## config.mk

```make
export PLATFORM = sky130hd
export DESIGN_NAME = fcmp_flag_unit
export DESIGN_NICKNAME = d
export VERILOG_FILES = /design/src/rtl/fcmp_pkg.sv /design/src/rtl/fcmp_classify.sv /design/src/rtl/fcmp_order.sv /design/src/rtl/fcmp_flag_reg.sv /design/src/rtl/fcmp_flag_unit.sv
export SDC_FILE = /design/constraint.sdc
export NUM_CORES = 1
export LEC_CHECK = 0
export ABC_AREA = 0
export BUFFER_PORTS_ARGS = -buffer_cell sky130_fd_sc_hd__buf_4
export CAP_MARGIN = 20
export CORE_UTILIZATION = 53
export CTS_CLUSTER_DIAMETER = 150
export CTS_CLUSTER_SIZE = 14
export DETAILED_ROUTE_END_ITERATION = 8
export GPL_ROUTABILITY_DRIVEN = 0
export HOLD_SLACK_MARGIN = 0.03
export PLACE_DENSITY = 0.95
export SLEW_MARGIN = 0
export SYNTH_ARGS = -nofsm -noshare
export SYNTH_HDL_FRONTEND = slang
export SYNTH_HIERARCHICAL = 1
export SYNTH_SLANG_ARGS = --single-unit
```

## constraint.sdc

```tcl
create_clock -name clk -period 9.87 [get_ports clk]
set_input_delay 2.4675 -clock clk [delete_from_list [all_inputs] [get_ports clk]]
set_output_delay 2.4675 -clock clk [all_outputs]
set_load 0.02 [all_outputs]
```

## src/rtl/fcmp_pkg.sv

```systemverilog
package fcmp_pkg;

  typedef enum logic [1:0] {
    REL_EQ  = 2'b00,
    REL_LT  = 2'b01,
    REL_LE  = 2'b10,
    REL_RSV = 2'b11
  } rel_e;

  typedef struct packed {
    logic neg;
    logic nan;
    logic zero;
  } opclass_t;

endpackage

```

## src/rtl/fcmp_classify.sv

```systemverilog
module fcmp_classify
  import fcmp_pkg::*;
#(
  parameter int EXP_W  = 8,
  parameter int FRAC_W = 23,
  localparam int MAG_W  = EXP_W + FRAC_W,
  localparam int WORD_W = MAG_W + 1
) (
  input  logic [WORD_W-1:0] word_in,
  output opclass_t          cls_out,
  output logic [MAG_W-1:0]  mag_out
);

  logic [EXP_W-1:0]  exp_f;
  logic [FRAC_W-1:0] frac_f;
  logic              exp_ones;
  logic              exp_none;

  always_comb begin
    exp_f    = word_in[WORD_W-2 -: EXP_W];
    frac_f   = word_in[FRAC_W-1:0];
    exp_ones = &exp_f;
    exp_none = ~|exp_f;
    cls_out.neg  = word_in[WORD_W-1];
    cls_out.nan  = exp_ones & (|frac_f);
    // subnormals are flushed: any zero exponent counts as zero
    cls_out.zero = exp_none;
    mag_out      = exp_none ? '0 : word_in[MAG_W-1:0];
  end

endmodule

```

## src/rtl/fcmp_order.sv

```systemverilog
module fcmp_order
  import fcmp_pkg::*;
#(
  parameter int MAG_W = 31
) (
  input  opclass_t         cls_a,
  input  opclass_t         cls_b,
  input  logic [MAG_W-1:0] mag_a,
  input  logic [MAG_W-1:0] mag_b,
  output logic             rel_eq,
  output logic             rel_lt,
  output logic             unord
);

  logic mag_less;
  logic mag_more;
  logic mag_same;
  logic both_zero;
  logic raw_lt;

  always_comb begin
    mag_less  = mag_a < mag_b;
    mag_more  = mag_b < mag_a;
    mag_same  = mag_a == mag_b;
    both_zero = cls_a.zero & cls_b.zero;
    unord     = cls_a.nan | cls_b.nan;

    if (cls_a.neg != cls_b.neg) raw_lt = cls_a.neg;
    else if (cls_a.neg)         raw_lt = mag_more;
    else                        raw_lt = mag_less;

    rel_eq = ~unord & (both_zero | ((cls_a.neg == cls_b.neg) & mag_same));
    rel_lt = ~unord & ~both_zero & ~rel_eq & raw_lt;
  end

endmodule

```

## src/rtl/fcmp_flag_reg.sv

```systemverilog
module fcmp_flag_reg
  import fcmp_pkg::*;
(
  input  logic       clk,
  input  logic       rst,
  input  logic       load_en,
  input  logic [1:0] sel,
  input  logic       rel_eq,
  input  logic       rel_lt,
  output logic       flag_q
);

  logic pick;

  always_comb begin
    unique case (rel_e'(sel))
      REL_EQ:  pick = rel_eq;
      REL_LT:  pick = rel_lt;
      REL_LE:  pick = rel_lt | rel_eq;
      default: pick = 1'b0;
    endcase
  end

  always_ff @(posedge clk) begin
    if (rst)          flag_q <= 1'b0;
    else if (load_en) flag_q <= pick;
  end

endmodule

```

## src/rtl/fcmp_flag_unit.sv

```systemverilog
module fcmp_flag_unit
  import fcmp_pkg::*;
#(
  parameter int EXP_W  = 8,
  parameter int FRAC_W = 23,
  localparam int MAG_W  = EXP_W + FRAC_W,
  localparam int WORD_W = MAG_W + 1,
  localparam int N_OPS  = 2
) (
  input  logic              clk,
  input  logic              rst,
  input  logic              cmp_valid,
  input  logic [1:0]        cond_sel,
  input  logic [WORD_W-1:0] opa,
  input  logic [WORD_W-1:0] opb,
  input  logic              br_sense,
  output logic              flag,
  output logic              br_take
);

  logic [WORD_W-1:0] op_word [N_OPS];
  opclass_t          op_cls  [N_OPS];
  logic [MAG_W-1:0]  op_mag  [N_OPS];
  logic              eq_w;
  logic              lt_w;
  logic              unord_w;

  assign op_word[0] = opa;
  assign op_word[1] = opb;

  for (genvar gi = 0; gi < N_OPS; gi++) begin : g_cls
    fcmp_classify #(.EXP_W(EXP_W), .FRAC_W(FRAC_W)) cls_i (
      .word_in (op_word[gi]),
      .cls_out (op_cls[gi]),
      .mag_out (op_mag[gi])
    );
  end

  fcmp_order #(.MAG_W(MAG_W)) ord_i (
    .cls_a  (op_cls[0]),
    .cls_b  (op_cls[1]),
    .mag_a  (op_mag[0]),
    .mag_b  (op_mag[1]),
    .rel_eq (eq_w),
    .rel_lt (lt_w),
    .unord  (unord_w)
  );

  fcmp_flag_reg flg_i (
    .clk     (clk),
    .rst     (rst),
    .load_en (cmp_valid),
    .sel     (cond_sel),
    .rel_eq  (eq_w),
    .rel_lt  (lt_w),
    .flag_q  (flag)
  );

  assign br_take = ~(flag ^ br_sense);

endmodule

```

# --- Yosys cells after proc, flatten, opt, wreduce, memory -nomap -nowiden ---
# Cells that the tools add are included.
totals:
  register_bits: 1
  inputBits: 70
  output_inout_bits: 2
  wordCells: 38
classes:
  magnitude_cmp: 2
  n_eq_ne: 5
  mux: 5
  bitwise_logic: 16
  n_reduce_logical: 9
op_table:
  columns: ["op", "n"]
  rows:
  - ["$lt 31x31->1", 2]
  - ["$mux 31", 2]
  - ["$reduce_or 23->1", 2]
  - ["$eq 31x31->1", 1]
  - ["$reduce_and 8->1", 2]
  - ["$reduce_or 8->1", 2]
  - ["$and 1x1->1", 8]
  - ["$not 1->1", 4]
  - ["$or 1x1->1", 3]
  - ["$pmux 1 s3", 1]
  - ["$eq 2x1->1 const B", 1]
  - ["$eq 2x2->1 const B", 1]
  - ["$logic_not 1->1", 2]
  - ["$logic_not 2->1", 1]
  - ["$mux 1", 2]
  - ["$eq 1x1->1", 1]
  - ["$ne 1x1->1", 1]
  - ["$xor 1x1->1", 1]

# --- Longest topological paths before layout ---
depth:
  depth_word: 11
  ltp_mapped: 15
  depth_no_buf: 14

# --- Cells and area by module ---
# Netlist, hierarchy kept.
modules_own_cells:
  columns: ["mod", "instances", "cells_each", "area_per_inst_um2", "seq_area_each_um2"]
  rows:
  - ["fcmp_order", 1, 122, 869.6, 0.0]
  - ["fcmp_classify", 2, 51, 375.4, 0.0]
  - ["fcmp_flag_reg", 1, 6, 56.3, 20.0]
  - ["fcmp_flag_unit", 1, 1, 8.8, 0.0]

# --- Worst setup path before layout ---
# No wires, ideal clock.
synth_timing:
  path_type: "input -> output"
  startpoint: "in br_sense"
  endpoint: "out br_take"
  t_arrival_ps: 2849
  required_ps: 7403
  setup_slack_ps: 4553
  cell_stages: 1
  n_path_buf: 0
  cell_sequence: "xnor2_1"
synth_via:
  elab_chain_cells: 2
synth_rtl:
  columns: ["element", "line_no", "text"]
  rows:
  - ["from (decl)", "fcmp_flag_unit.sv:16", "input logic br_sense,"]
  - ["$xor 1x1->1", "fcmp_flag_unit.sv:59", "assign br_take = ~(flag ^ br_sense);"]
  - ["$not 1->1", "fcmp_flag_unit.sv:59", null]
  - ["to (decl)", "fcmp_flag_unit.sv:18", "output logic br_take"]
# Every way passes these cells.

==> flow_metrics.tcl <==
set metrics [dict create \
    arrival_ns 5.35 \
    cts.hold.buffers_added 0 \
    synth.largest_area_cell "ha_1" \
    synthArstFlopShare 0 \
    wl_per_cell_um 13.3 \
    die_x_um 58.4 \
    hold_path.class "reg2reg" \
    dr.pass1.iters 5 \
    place_area_sq_um 2130 \
    whs_ns 0.572 \
    drc 0 \
    setup_violations 0 \
    area_growth_pct 26.1 \
    dieArea_sq_um 3410 \
    slew_headroom 0.704 \
    clkLatencyLatePin_ns 0 \
    maxCapViolations 0 \
    coreArea_sq_um 3030 \
    period_needed_ns 5.43 \
    yosys-top-cells-area "ha_1, and2_4, inv_1" \
    fin_crit_sh 0.550 \
    antenna_found_initial 0 \
    clk_pin_slew_ns 0 \
    maxSlewViolCount 0 \
    syn_area_sq_um 1690 \
    fin_nets 381 \
    diodes 0 \
    grt_pass1_wl_um 7100 \
    hpwl_um 3740 \
    synth_nets 332 \
    rsz0062_at_grt "no" \
    postCtsResizedCells 0 \
    cp_max_fo 24 \
    top_register "flg_i/flag_q" \
    ir_worst_vdd_mv 0.0245 \
    syn_avg_cell_area_sq_um 7.30 \
    clock.fmax_mhz 184 \
    antenna_left 0 \
    grtUsageTotal 0.257 \
    worstSetupStartpointType "input port" \
    grt_max_degree 25 \
    synth_edf_count 0 \
    yosysUniqueCellTypes 37 \
    io_pins 72 \
    fin_tns_setup_ns 0 \
    status "complete, no violations" \
    drive_above_1_share 0.464 \
    drt_iter0_drc 40 \
    yosysSeqAreaShare 0.0119 \
    top_regs "flg_i/flag_q: 1 flops" \
    viasPerCell 5.41 \
    finalClockSkew_ns 0 \
    yosysMostFrequentCell "and2_4" \
    io_buffers 71 \
    tightest_slew_ns 0.442 \
    critical_path_required_ns 9.79 \
    endpoint_kind "register" \
    drt-total-wl_um 4300 \
    first_global_vias 1724 \
    fillers 251 \
    syn-instance-count 231 \
    overflow 0 \
    leakagePower_nw 1.14 \
    largest_reg_flops 1 \
    path_class "in2reg" \
    vias 1743 \
    start_util 0.557 \
    ys_warn_count 6 \
    synth_seq_cells 1 \
    powerDensity_nw_per_um2 40.3 \
    pre_cts_slack_ns 4.45 \
    ys.flop_type "dfxtp_1" \
    worst_slack_ns 4.44 \
    hold_violations 0 \
    final_cell_area_sq_um 2130 \
    post_cts_buffers 0 \
    p_total_mw 0.0857 \
    rows 20 \
    die_h_um 58.4 \
    synth_top_cell_area_share 0.230 \
    synth_commonest_cells "and2_4, inv_1, ha_1" \
]
[worst max-delay path, stage by stage]
cell,delay [ns]
buf_4,0.13
nor4_2,0.31
nand2_2,0.32
and2_4,0.28
ha_1,0.31
a21oi_2,0.12
o21ai_1,0.10
a221oi_2,0.27
o211ai_1,0.16
a21o_1,0.21
a211oi_2,0.24
a21oi_1,0.10
o211a_1,0.22
nor3_2,0.12
[worst paths after layout]
path	endpoint	depth (start not counted)	startpoint	slack, ns
max	flg_i/flag_q	14	opb[30]	4.44
min reg2reg	flg_i/flag_q	2	flg_i/flag_q	0.57
max reg2reg	flg_i/flag_q	2	flg_i/flag_q	9.19
min	flg_i/flag_q	2	flg_i/flag_q	0.57
[metal layers]
layer / GRT usage / routed length, um / vias to the layer above / share of wire
met2: 0.517 / 2300 / 61 / 0.54
met1: 0.287 / 1740 / 802 / 0.40
li1: - / - / 878 / -
met5: 0 / 0 / - / 0
met3: 0.0418 / 252 / 2 / 0.059
met4: 0.0306 / 7 / 0 / 0.0016
[placed cells by master, fill, tap and decap left out, types with 3 or more instances in the layout]
cell      count
buf_4        71
and2_4       38
inv_1        33
ha_1         31
nand4_1      13
nor4_1       12
a21oi_1      11
nor2_1        9
nand2_1       9
and2_2        8
nor4_2        5
nand3_1       4
nand3b_1      3
a21o_1        3
a211oi_1      3
[metrics by stage]
step,utilization,instances
after detailed placement,0.702,322
after global placement,0.702,322
after CTS,0.702,322
after floorplan,-,231
after global routing,0.702,322
final,0.702,322
[logic make-up (layout without fill, tap and decap cells)]
| group | Yosys count | count (layout) | synth area share |
|---|---|---|---|
| flops | 1 | 1 | 0.0119 |
| buf+inv | 57 | 104 | 0.161 |
| simple gates | 110 | 110 | 0.463 |
| compound gates | 30 | 30 | 0.123 |
| xor+xnor | 2 | 2 | 0.0104 |
| fa+ha+maj | 31 | 31 | 0.230 |
[report_power, final]
part | leakage [nW] | switching [mW] | internal (mW)
Combinational | 1.13 | 0.0345 | 0.0465
Clock | 0 | 0 | 0
Sequential | 0.00828 | 0.000333 | 0.00443
Total | 1.14 | 0.0348 | 0.0509
[final cells by class]
type,instances,area (sq um),area share
inverters,33,124,0.0583
multi-input cells,173,1390,0.656
flip-flops and latches,1,20.0,0.00942
well taps,44,55.1,0.0259
repair buffers,71,533,0.251
Power figures use the tool's default switching activity.
